[src/rtl/sad_line_array.sv]
module sad_line_array #(
  parameter int PIXW = 8,
  parameter int BLK  = 4,
  parameter int HALF = 2
) (
  input  logic                              clk,
  input  logic                              rst_n,
  input  logic                              in_valid,
  input  logic                              first_pix,
  input  logic                              last_pix,
  input  logic [PIXW-1:0]                   ref_pix,
  input  logic [(2*HALF+1)*PIXW-1:0]        srch_pix,
  output logic                              draining,
  output logic                              done,
  output logic [PIXW+$clog2(BLK*BLK)-1:0]   best_sad,
  output logic signed [$clog2(2*HALF+1):0]  best_m,
  output logic signed [$clog2(2*HALF+1):0]  best_n
);
  localparam int L  = 2*HALF+1;
  localparam int DW = PIXW + $clog2(BLK*BLK);
  localparam int CW = $clog2(L);
  localparam int IW = CW + 1;
  localparam logic [CW-1:0] LAST = CW'(L-1);
  localparam logic signed [IW-1:0] HOFF = IW'(HALF);

  logic [DW-1:0] acc [L];
  logic [DW-1:0] ad  [L];
  logic [CW-1:0] cnt, line;
  logic          take;

  for (genvar k = 0; k < L; k++) begin : g_pe
    logic [PIXW-1:0] s;
    assign s     = srch_pix[k*PIXW +: PIXW];
    assign ad[k] = DW'((ref_pix > s) ? (ref_pix - s) : (s - ref_pix));
  end

  always_ff @(posedge clk or negedge rst_n) begin
    if (!rst_n) begin
      for (int k = 0; k < L; k++) acc[k] <= '0;
    end else if (draining) begin
      for (int k = 0; k < L-1; k++) acc[k] <= acc[k+1];
      acc[L-1] <= '0;
    end else if (in_valid) begin
      for (int k = 0; k < L; k++) acc[k] <= (first_pix ? '0 : acc[k]) + ad[k];
    end
  end

  assign take = (line == '0 && cnt == '0) || (acc[0] < best_sad);

  always_ff @(posedge clk or negedge rst_n) begin
    if (!rst_n) begin
      draining <= 1'b0;
      done     <= 1'b0;
      cnt      <= '0;
      line     <= '0;
      best_sad <= '0;
      best_m   <= '0;
      best_n   <= '0;
    end else begin
      done <= 1'b0;
      if (!draining) begin
        cnt <= '0;
        if (in_valid && last_pix) draining <= 1'b1;
      end else begin
        if (take) begin
          best_sad <= acc[0];
          best_m   <= $signed({1'b0, line}) - HOFF;
          best_n   <= $signed({1'b0, cnt}) - HOFF;
        end
        if (cnt == LAST) begin
          draining <= 1'b0;
          cnt      <= '0;
          done     <= (line == LAST);
          line     <= (line == LAST) ? '0 : line + 1'b1;
        end else begin
          cnt <= cnt + 1'b1;
        end
      end
    end
  end
endmodule

[config.mk]
export PLATFORM = sky130hd
export DESIGN_NAME = sad_line_array
export DESIGN_NICKNAME = d
export VERILOG_FILES = /design/src/rtl/sad_line_array.sv
export SDC_FILE = /design/constraint.sdc
export NUM_CORES = 1
export LEC_CHECK = 0
export BUFFER_PORTS_ARGS = -buffer_cell sky130_fd_sc_hd__buf_2
export CELL_PAD_IN_SITES_DETAIL_PLACEMENT = 0
export CELL_PAD_IN_SITES_GLOBAL_PLACEMENT = 2
export CORE_MARGIN = 5
export CORE_UTILIZATION = 38
export CTS_CLUSTER_DIAMETER = 80
export DETAILED_ROUTE_END_ITERATION = 8
export GPL_ROUTABILITY_DRIVEN = 0
export PLACE_DENSITY_LB_ADDON = 0.05
export SLEW_MARGIN = 40
export SYNTH_ARGS = -nofsm -noshare
export SYNTH_HDL_FRONTEND = slang
export SYNTH_SLANG_ARGS = --single-unit
[constraint.sdc]
create_clock -name clk -period 3.7 [get_ports clk]
set_input_delay 0.74 -clock clk [delete_from_list [all_inputs] [get_ports clk]]
set_output_delay 0.74 -clock clk [all_outputs]
set_load 0.02 [all_outputs]
==> results.sh, run 1 <==
export IMPL_cts_reportedPaths_clkPinSlew_ns=0.07
export IMPL_synth_edff_count=0
export IMPL_critical_path_depth=21
export IMPL_setup_tns_final_ns=-8.30
export IMPL_synth_largest_area_cell="dfrtp_1"
export IMPL_start_util_pct=38.3
export IMPL_skew_ns=0.00942
export IMPL_layout_min_cycle_time_ns=4.18
export IMPL_grt_pass1_wl_um=48300
export IMPL_synthDominantCellAreaShare_pct=21.4
export IMPL_core_area_mm2=0.0268
export IMPL_ir_drop_v=0.000249
export IMPL_critPathMaxStageDelay_ns=0.28
export IMPL_port_buffers=74
export IMPL_synth_main_ff_cell="dfrtp_1"
export IMPL_grt_max_degree=68
export IMPL_critical_path_top_delay_family="compound AO/OA/AOI/OAI gates"
export IMPL_ys_seq_area_share_pct=21.4
export IMPL_antenna_found_initial=0
export IMPL_min_path_type="input pin to asynchronous set/reset pin"
export IMPL_cp_start_kind="input pin"
export IMPL_cts_root_buf="clkbuf_16"
export IMPL_die_w_um=174
export IMPL_end_kind="flip-flop"
export IMPL_area_growth_pct=47.9
export IMPL_die_area_mm2=0.0304
export IMPL_cts_max_path_buffers=2
export IMPL_place_area_mm2=0.0131
export IMPL_setup_violations=30
export IMPL_syn_area_mm2=0.0103
export IMPL_hold_viol=0
export IMPL_p_leak_nw=7.55
export IMPL_crit_chain="buf_8 > clkinvlp_4 > buf_12 > buf_8 > ha_4 > nand4_1 > or2_1 > and4_1 > a22o_4 > mux2i_4 > a221oi_2 > o21ai_1 > xor2_1 > ha_2 > and3_4 > a21oi_4 > o21ai_4 > o41ai_2 > xor2_1 > a2111oi_2 > a221o_1"
export IMPL_slowest_stage="a22o_4"
export IMPL_cp_max_fo=6
export IMPL_viasPerCell=4.99
export IMPL_cts_tree="yes"
export IMPL_crit_type="input pin to flip-flop"
export IMPL_route_detailed_drc=0
export IMPL_dr_pass1_iters=5
export IMPL_final_common_cell="buf_4"
export IMPL_insertion_delay_ns=0.35
export IMPL_rows=60
export IMPL_die_h_um=174
export IMPL_pin_count=75
export IMPL_drv_slew=0
export IMPL_synthArstFlopShare_pct=100
export IMPL_overflow=0
export IMPL_synth_warning_count=0
export IMPL_num_antenna_cells=0
export IMPL_fin_area_mm2=0.0152
export IMPL_ys_types=70
export IMPL_hpwl_um=23100
export IMPL_grt_use_total_pct=19.2
export IMPL_slew_headroom_pct=56.1
export IMPL_critPathBufInv=4
export IMPL_postRouteAntennaNets=0
export IMPL_violations="negative setup slack"
export IMPL_fin_nets=1805
export IMPL_drt_iter0_drc=338
export IMPL_drive_gt1_share_pct=41.6
export IMPL_tightest_slew_ns=0.656
export IMPL_syn_area_per_cell_um2=8.41
export IMPL_htree_levels=3
export IMPL_r2r_cells=11
export IMPL_synth_nets=1441
export IMPL_mostFrequentLayoutCells="buf_4 (291), ha_1 (118), inv_1 (111)"
export IMPL_ctsHoldBuffers=0
export IMPL_final_util_pct=56.7
export IMPL_finalWorstSetupSlack_ns=-0.476
export IMPL_cts_sinks=88
export IMPL_rsz0062_at_grt="true"
export IMPL_cap_viol_max_count=0
export IMPL_cp_required_ns=3.94
export IMPL_post_place_ws_ns=-1.32
export IMPL_min_period_over_period_pct=113
export IMPL_grt_pass1_vias=9809
export IMPL_routedWlPerCell_um=15.6
export IMPL_num_vias=9635
export IMPL_synth_seq_cells=88
export IMPL_p_per_area_mw_per_mm2=512
export IMPL_arrival_ns=4.42
export IMPL_synthCells=1221
export IMPL_routed_wl_um=30200
export IMPL_fmax_mhz=239
export IMPL_status="finished with violations"
export IMPL_cts_made_buffers=9
export IMPL_synth_top_cells_by_area="dfrtp_1 (21%), ha_1 (19%), mux2i_1 (5.6%)"
[flip-flops by register name, indices dropped and copies added (netlist names)]
| name | count |
|---|---|
| line | 3 |
| cnt | 3 |
| acc | 60 |
| best_m | 4 |
| best_sad | 12 |
| draining | 1 |
| done | 1 |
| best_n | 4 |
[cell type report]
cell class                      instances  area (um^2)
Inverter                              122          474
Fill cell                            2476        11600
Tap cell                              341          427
Sequential cell                        88         2210
Multi-Input combinational cell        961         8720
Timing Repair Buffer                  403         3080
Clock inverter                          5         40.0
Clock buffer                           11          243
[cells by family (layout without fill, tap and decap cells)]
family / after synthesis / in the layout / synth area share, %
buf+inv: 172 / 541 / 6.57
simple gates: 328 / 328 / 16.5
flops: 88 / 88 / 21.4
compound gates: 319 / 319 / 19.9
mux: 83 / 83 / 8.74
fa+ha+maj: 167 / 167 / 21.4
xor+xnor: 64 / 64 / 5.46
[report_power, final]
part / leakage (nW) / total [mW] / switching [mW] / internal [mW]
registers: 1.13 / 1.74 / 0.379 / 1.36
clock network: 0.140 / 0.891 / 0.410 / 0.480
logic: 6.28 / 5.14 / 2.43 / 2.72
total: 7.55 / 7.77 / 3.22 / 4.56
[stage by stage]
step                hold WS (ns)  instances  total power, mW
CTS                        0.360       1904             7.33
detailed placement         0.488       1865             6.05
global placement           0.482       1865             5.99
global route               0.378       1931             8.48
finish                     0.341       1931             7.77
floorplan                  0.444       1221             4.51
[per-layer routing]
| metal | wire, um | global-route usage [%] |
|---|---|---|
| met1 | 14100 | 25.3 |
| met2 | 14900 | 34.0 |
| met3 | 625 | 2.02 |
| met4 | 571 | 4.32 |
| met5 | 0 | 0 |
[worst paths after layout]
check | from | endpoint | slack, ns
min in group clk | best_n[1] | best_n[1] | 0.50
max reg2reg | acc[0] | acc[10] | 0.94
max | ref_pix[1] | acc[35] | -0.48
max in group asynchronous | rst_n | acc[22] | 2.68
min | rst_n | best_sad[0] | 0.34
min reg2reg | best_n[1] | best_n[1] | 0.50
[synth_stat cells (6+ instances only)]
| cell | instances |
|---|---|
| nand2b_1 | 11 |
| o21ai_1 | 7 |
| a21oi_1 | 74 |
| a311oi_1 | 7 |
| a211oi_1 | 14 |
| buf_2 | 6 |
| o221ai_1 | 6 |
| nand2_1 | 68 |
| a21o_1 | 54 |
| dfrtp_1 | 88 |
| nor2_1 | 71 |
| xnor2_1 | 48 |
| and2_1 | 8 |
| mux2_2 | 23 |
| ha_1 | 152 |
| nand4_1 | 11 |
| nor2b_1 | 73 |
| o41ai_1 | 6 |
| clkbuf_1 | 30 |
| fa_1 | 15 |
| inv_1 | 122 |
| nor3_1 | 29 |
| buf_1 | 9 |
| xor2_1 | 16 |
| o21ai_0 | 94 |
| mux2i_1 | 57 |
| and3_1 | 7 |
| nand3_1 | 16 |
| nand3b_1 | 7 |
[timing repair]
| item | CTS | global route |
|---|---|---|
| endpoints found under the hold margin | 0 | 0 |
| buffers inserted | 24 | 37 |
| resized for setup | 161 | 174 |
| pin swaps | 98 | 126 |
| endpoints found under the setup margin | 37 | 39 |
No activity file was read; power rests on OpenSTA's default activity.
==> run 2: changes to the inputs <==
- CELL_PAD_IN_SITES_DETAIL_PLACEMENT: 0 -> not set
- CELL_PAD_IN_SITES_GLOBAL_PLACEMENT: 2 -> not set
- CORE_UTILIZATION: 38 -> 53
==> run 2 against run 1 <==
The flow still finishes with violations (negative setup slack). Sequential share of layout area is essentially flat. Combinational power increased by 2%. Largest power group unchanged. Total power up 1.7%. First-iteration DRC count is 70% higher. Largest cell class unchanged. Clock power rose by 3.6%. Clock skew down 0.0015 ns. Cell count is 3.8% lower.
==> results.sh, run 2 (synthesized netlist as in run 1, its figures left out) <==
export IMPL_status="finished with violations"
export IMPL_violations="negative setup slack"
export IMPL_start_util_pct=53.3
export IMPL_postRouteAntennaNets=0
export IMPL_core_area_mm2=0.0193
export IMPL_p_total_mw=7.91
export IMPL_drive_gt1_share_pct=41.5
export IMPL_mostFrequentLayoutCells="buf_4 (300), inv_1 (114), ha_1 (114)"
export IMPL_routedWlPerCell_um=16.7
export IMPL_r2r_cells=11
export IMPL_grt_max_degree=68
export IMPL_largestRegisters="acc (60), best_sad (12)"
export IMPL_min_path_type="input pin to asynchronous set/reset pin"
export IMPL_die_h_um=149
export IMPL_place_area_mm2=0.0128
export IMPL_die_area_mm2=0.0223
export IMPL_cap_viol_max_count=0
export IMPL_post_place_ws_ns=-1.24
export IMPL_timing_rr_end="acc[35]"
export IMPL_min_period_over_period_pct=116
export IMPL_rrSetupSlack_ns=1.00
export IMPL_final_common_cell="buf_4"
export IMPL_grt_pass1_wl_um=48300
export IMPL_finalWorstSetupSlack_ns=-0.583
export IMPL_cts_sinks=88
export IMPL_largest_register="acc"
export IMPL_skew_ns=0.00792
export IMPL_drv_slew=0
export IMPL_hold_viol=0
export IMPL_drt_iter0_drc=576
export IMPL_port_buffers=74
export IMPL_cts_max_path_buffers=2
export IMPL_area_growth_pct=47.5
export IMPL_final_util_pct=78.6
export IMPL_num_antenna_cells=0
export IMPL_end_kind="flip-flop"
export IMPL_setup_violations=34
export IMPL_insertion_delay_ns=0.36
export IMPL_largest_reg_flops=60
export IMPL_p_leak_nw=7.60
export IMPL_route_detailed_drc=0
export IMPL_grt_use_total_pct=26.6
export IMPL_fmax_mhz=233
export IMPL_rsz0062_at_grt="true"
export IMPL_cp_required_ns=3.94
export IMPL_rows=51
export IMPL_cts_root_buf="clkbuf_16"
export IMPL_cts_made_buffers=9
export IMPL_arrival_ns=4.53
export IMPL_grt_pass1_vias=10340
export IMPL_num_vias=10231
export IMPL_routed_wl_um=31100
export IMPL_cp_max_fo=5
export IMPL_viasPerCell=5.51
export IMPL_cp_start_kind="input pin"
export IMPL_layout_min_cycle_time_ns=4.28
export IMPL_crit_type="input pin to flip-flop"
export IMPL_cts_reportedPaths_clkPinSlew_ns=0.07
export IMPL_ir_drop_v=0.000292
export IMPL_fillCellCount=1279
export IMPL_dr_pass1_iters=7
export IMPL_antenna_found_initial=0
export IMPL_overflow=0
export IMPL_ctsHoldBuffers=0
export IMPL_r2r_start="acc[25]"
export IMPL_fin_nets=1808
export IMPL_fin_area_mm2=0.0151
export IMPL_slew_headroom_pct=48.2
export IMPL_die_w_um=149
export IMPL_p_per_area_mw_per_mm2=522
export IMPL_tightest_slew_ns=0.777
export IMPL_htree_levels=3
export IMPL_cts_tree="yes"
export IMPL_hpwl_um=21500
export IMPL_pin_count=75
[run 2: cell types whose count changed in the layout (fill, tap and decap cells not counted), sizes merged]
| cell | delta |
|---|---|
| clkinv | -1 |
| inv | +1 |
| buf | +3 |
| clkinvlp | +2 |
| clkbuf | -2 |
[run 2: where the power goes]
| part | internal [mW] | total [mW] | switching (mW) |
|---|---|---|---|
| sequential | 1.36 | 1.75 | 0.389 |
| clock | 0.477 | 0.923 | 0.446 |
| combinational | 2.70 | 5.24 | 2.53 |
| total | 4.54 | 7.91 | 3.37 |
[run 2: repair_timing]
action                     in CTS  in global routing
resized for setup             198                142
setup endpoints to repair      40                 41
pin swaps                     102                148
buffers inserted               62                 35
[run 2: area by class of cell]
type                    instances  area [um^2]  share of cell area, %
clock buffers                   9          225                   1.49
clock inverters                 7         72.6                  0.479
inverters                     122          473                   3.12
multi-input cells             961         8780                   58.0
flip-flops and latches         88         2210                   14.6
well taps                     265          332                   2.19
repair buffers                406         3060                   20.2
[run 2: how the worst max path moves through the flow]
stage	startpoint	to	slack, ns	depth (start not counted)
4_1_cts	ref_pix[1]	acc[47]	-0.55	23
6_report	ref_pix[4]	acc[35]	-0.58	19
3_3_place_gp	ref_pix[1]	acc[47]	-1.22	22
2_1_floorplan	ref_pix[1]	acc[47]	-0.81	18
5_1_grt	ref_pix[4]	acc[35]	-0.72	19
3_5_place_dp	ref_pix[1]	acc[47]	-1.24	22
[run 2: critical path: stages]
cell and delay, ns:
buf_8 0.08, clkinvlp_4 0.13, buf_4 0.17, ha_4 0.28
nand4_1 0.10, or2_1 0.24, and4_1 0.19, a22o_4 0.28
mux2i_1 0.15, xnor2_1 0.26, ha_1 0.32, o21ai_2 0.09
nor2_2 0.07, o41ai_2 0.37, o21ai_1 0.15, o41ai_2 0.32
xor2_1 0.25, a2111oi_2 0.06, a221o_1 0.28
[run 2: stage by stage]
stage / instances / TNS [ns] / hold WS [ns]
finish: 1858 / -11.05 / 0.379
global placement: 1769 / -28.50 / 0.478
CTS: 1839 / -10.64 / 0.394
detailed placement: 1769 / -32.53 / 0.488
floorplan: 1221 / -13.60 / 0.444
global route: 1858 / -17.13 / 0.420
[run 2: per-layer routing]
metal / GRT usage (%) / share of wire (%) / vias to the layer above
li1: - / - / 5029
met1: 31.9 / 42 / 4947
met2: 49.5 / 52 / 189
met3: 3.62 / 2.7 / 66
met4: 7.73 / 3.1 / 0
met5: 0 / 0 / -
==> run 3: changes to the inputs <==
- CTS_CLUSTER_DIAMETER: 80 -> 60
- clock period: 3.7 -> 4.9 ns (I/O delays scaled with it)
==> run 3 against run 2 <==
The flow now finishes without violations. Critical path type unchanged. Total power down 36%. Critical endpoint is now acc[47]. Largest power group unchanged. Design area is 18% lower. Cell count fell by 8.4%.
==> results.sh, run 3 (synthesized netlist as in run 1, its figures left out) <==
export IMPL_finalWorstSetupSlack_ns=0.235
export IMPL_largest_reg_flops=60
export IMPL_drv_slew=0
export IMPL_cts_root_buf="clkbuf_16"
export IMPL_num_vias=9072
export IMPL_rows=51
export IMPL_cts_tree="yes"
export IMPL_ir_drop_v=0.000215
export IMPL_drt_iter0_drc=448
export IMPL_viasPerCell=5.33
export IMPL_status="completed"
export IMPL_die_area_mm2=0.0223
export IMPL_fin_cells=1702
export IMPL_pin_count=75
export IMPL_slowest_stage="ha_1"
export IMPL_largest_register="acc"
export IMPL_htree_levels=3
export IMPL_routedWlPerCell_um=15.0
export IMPL_slew_headroom_pct=54.6
export IMPL_area_growth_pct=21.5
export IMPL_grt_pass1_wl_um=42500
export IMPL_overflow=0
export IMPL_cap_viol_max_count=0
export IMPL_cp_max_fo=7
export IMPL_critPathMaxStageDelay_ns=0.37
export IMPL_start_util_pct=53.3
export IMPL_route_detailed_drc=0
export IMPL_r2r_cells=12
export IMPL_crit_type="input pin to flip-flop"
export IMPL_grt_max_degree=69
export IMPL_holdPathStages=1
export IMPL_tightest_slew_ns=0.681
export IMPL_die_w_um=149
export IMPL_min_path_type="flip-flop to flip-flop"
export IMPL_layout_min_cycle_time_ns=4.66
export IMPL_cts_made_buffers=9
export IMPL_drive_gt1_share_pct=22.1
export IMPL_routed_wl_um=25500
export IMPL_cp_start_kind="input pin"
export IMPL_grt_use_total_pct=23.2
export IMPL_cts_reportedPaths_clkPinSlew_ns=0.07
export IMPL_worstHoldStart="best_n[1]"
export IMPL_cp_required_ns=5.13
export IMPL_core_area_mm2=0.0193
export IMPL_min_period_over_period_pct=95.2
export IMPL_num_antenna_cells=0
export IMPL_hpwl_um=20800
export IMPL_dr_pass1_iters=4
export IMPL_ctsHoldBuffers=0
export IMPL_fmax_mhz=214
export IMPL_hold_viol=0
export IMPL_post_place_ws_ns=-0.336
export IMPL_p_leak_nw=6.49
export IMPL_crit_chain="buf_2 > clkinvlp_4 > ha_1 > nor2b_1 > o31a_1 > o21ai_1 > o21ai_2 > buf_4 > mux2_2 > a21oi_1 > o21ai_0 > xor2_1 > buf_4 > ha_1 > and3_1 > a21oi_1 > o21ai_0 > o41ai_2 > xnor2_1 > nor4_1 > a221o_1"
export IMPL_setup_violations=0
export IMPL_rsz0062_at_grt="true"
export IMPL_rrSetupSlack_ns=2.09
export IMPL_antenna_found_initial=0
export IMPL_timing_rr_end="acc[58]"
export IMPL_port_buffers=74
export IMPL_p_total_mw=5.03
export IMPL_mostFrequentLayoutCells="buf_4 (176), ha_1 (152), inv_1 (121)"
export IMPL_whs_endpoint="best_n[1]"
export IMPL_arrival_ns=4.89
export IMPL_skew_ns=0.00912
export IMPL_grt_pass1_vias=9026
export IMPL_r2r_start="acc[48]"
export IMPL_setup_tns_final_ns=0
export IMPL_die_h_um=149
export IMPL_cts_sinks=88
export IMPL_insertion_delay_ns=0.35
export IMPL_end_kind="flip-flop"
export IMPL_final_common_cell="buf_4"
export IMPL_p_per_area_mw_per_mm2=403
export IMPL_place_inst=1685
export IMPL_cts_max_path_buffers=2
export IMPL_postRouteAntennaNets=0
export IMPL_fin_nets=1652
export IMPL_largestRegisters="acc (60), best_sad (12)"
[run 3: through the flow]
stage / cell area [um^2] / util, % / hold slack (ns)
2_1_floorplan: 10300 / - / 0.466
3_3_place_gp: 12100 / 62.6 / 0.482
3_5_place_dp: 12100 / 62.7 / 0.488
4_1_cts: 12400 / 64.3 / 0.505
5_1_grt: 12500 / 64.8 / 0.512
6_report: 12500 / 64.8 / 0.501
[run 3: metal layers]
layer	share of wire, %	global-route usage [%]
met5	0	0
met4	1.9	5.26
met3	2.2	2.22
met2	50	41.8
met1	45	30.2
[run 3: worst max path at each step]
stage	start	endpoint	slack, ns	cells past startpoint
floorplan	ref_pix[1]	acc[35]	0.06	17
global placement	ref_pix[1]	acc[11]	-0.28	18
detailed placement	ref_pix[1]	acc[11]	-0.34	18
CTS	ref_pix[1]	acc[11]	0.03	18
global route	ref_pix[1]	acc[35]	-0.08	21
finish	ref_pix[1]	acc[47]	0.24	21
[run 3: power by group]
part / total [mW] / leakage (nW) / internal, mW / switching, mW
combinational: 3.04 / 5.22 / 1.52 / 1.51
clock: 0.689 / 0.144 / 0.361 / 0.328
sequential: 1.31 / 1.13 / 1.03 / 0.278
[run 3: critical path: cells and delay by family]
family	cells	cell delay, ns
simple gates	3	0.44
fa+ha+maj	2	0.59
xor+xnor	2	0.37
mux	1	0.33
compound gates	9	1.51
buf+inv	4	0.66
[run 3: cell type report]
class | count | area, um^2
clock buffer | 9 | 225
sequential | 88 | 2210
inverter | 122 | 462
clock inverter | 7 | 75.1
tap | 265 | 332
multi-input combinational | 961 | 7480
fill | 1761 | 6790
timing repair buffer | 250 | 1710
[run 3: what timing repair did]
item | in CTS | in global routing
setup endpoints to repair | 0 | 11
buffers inserted | 0 | 1
gates resized for setup | 0 | 21
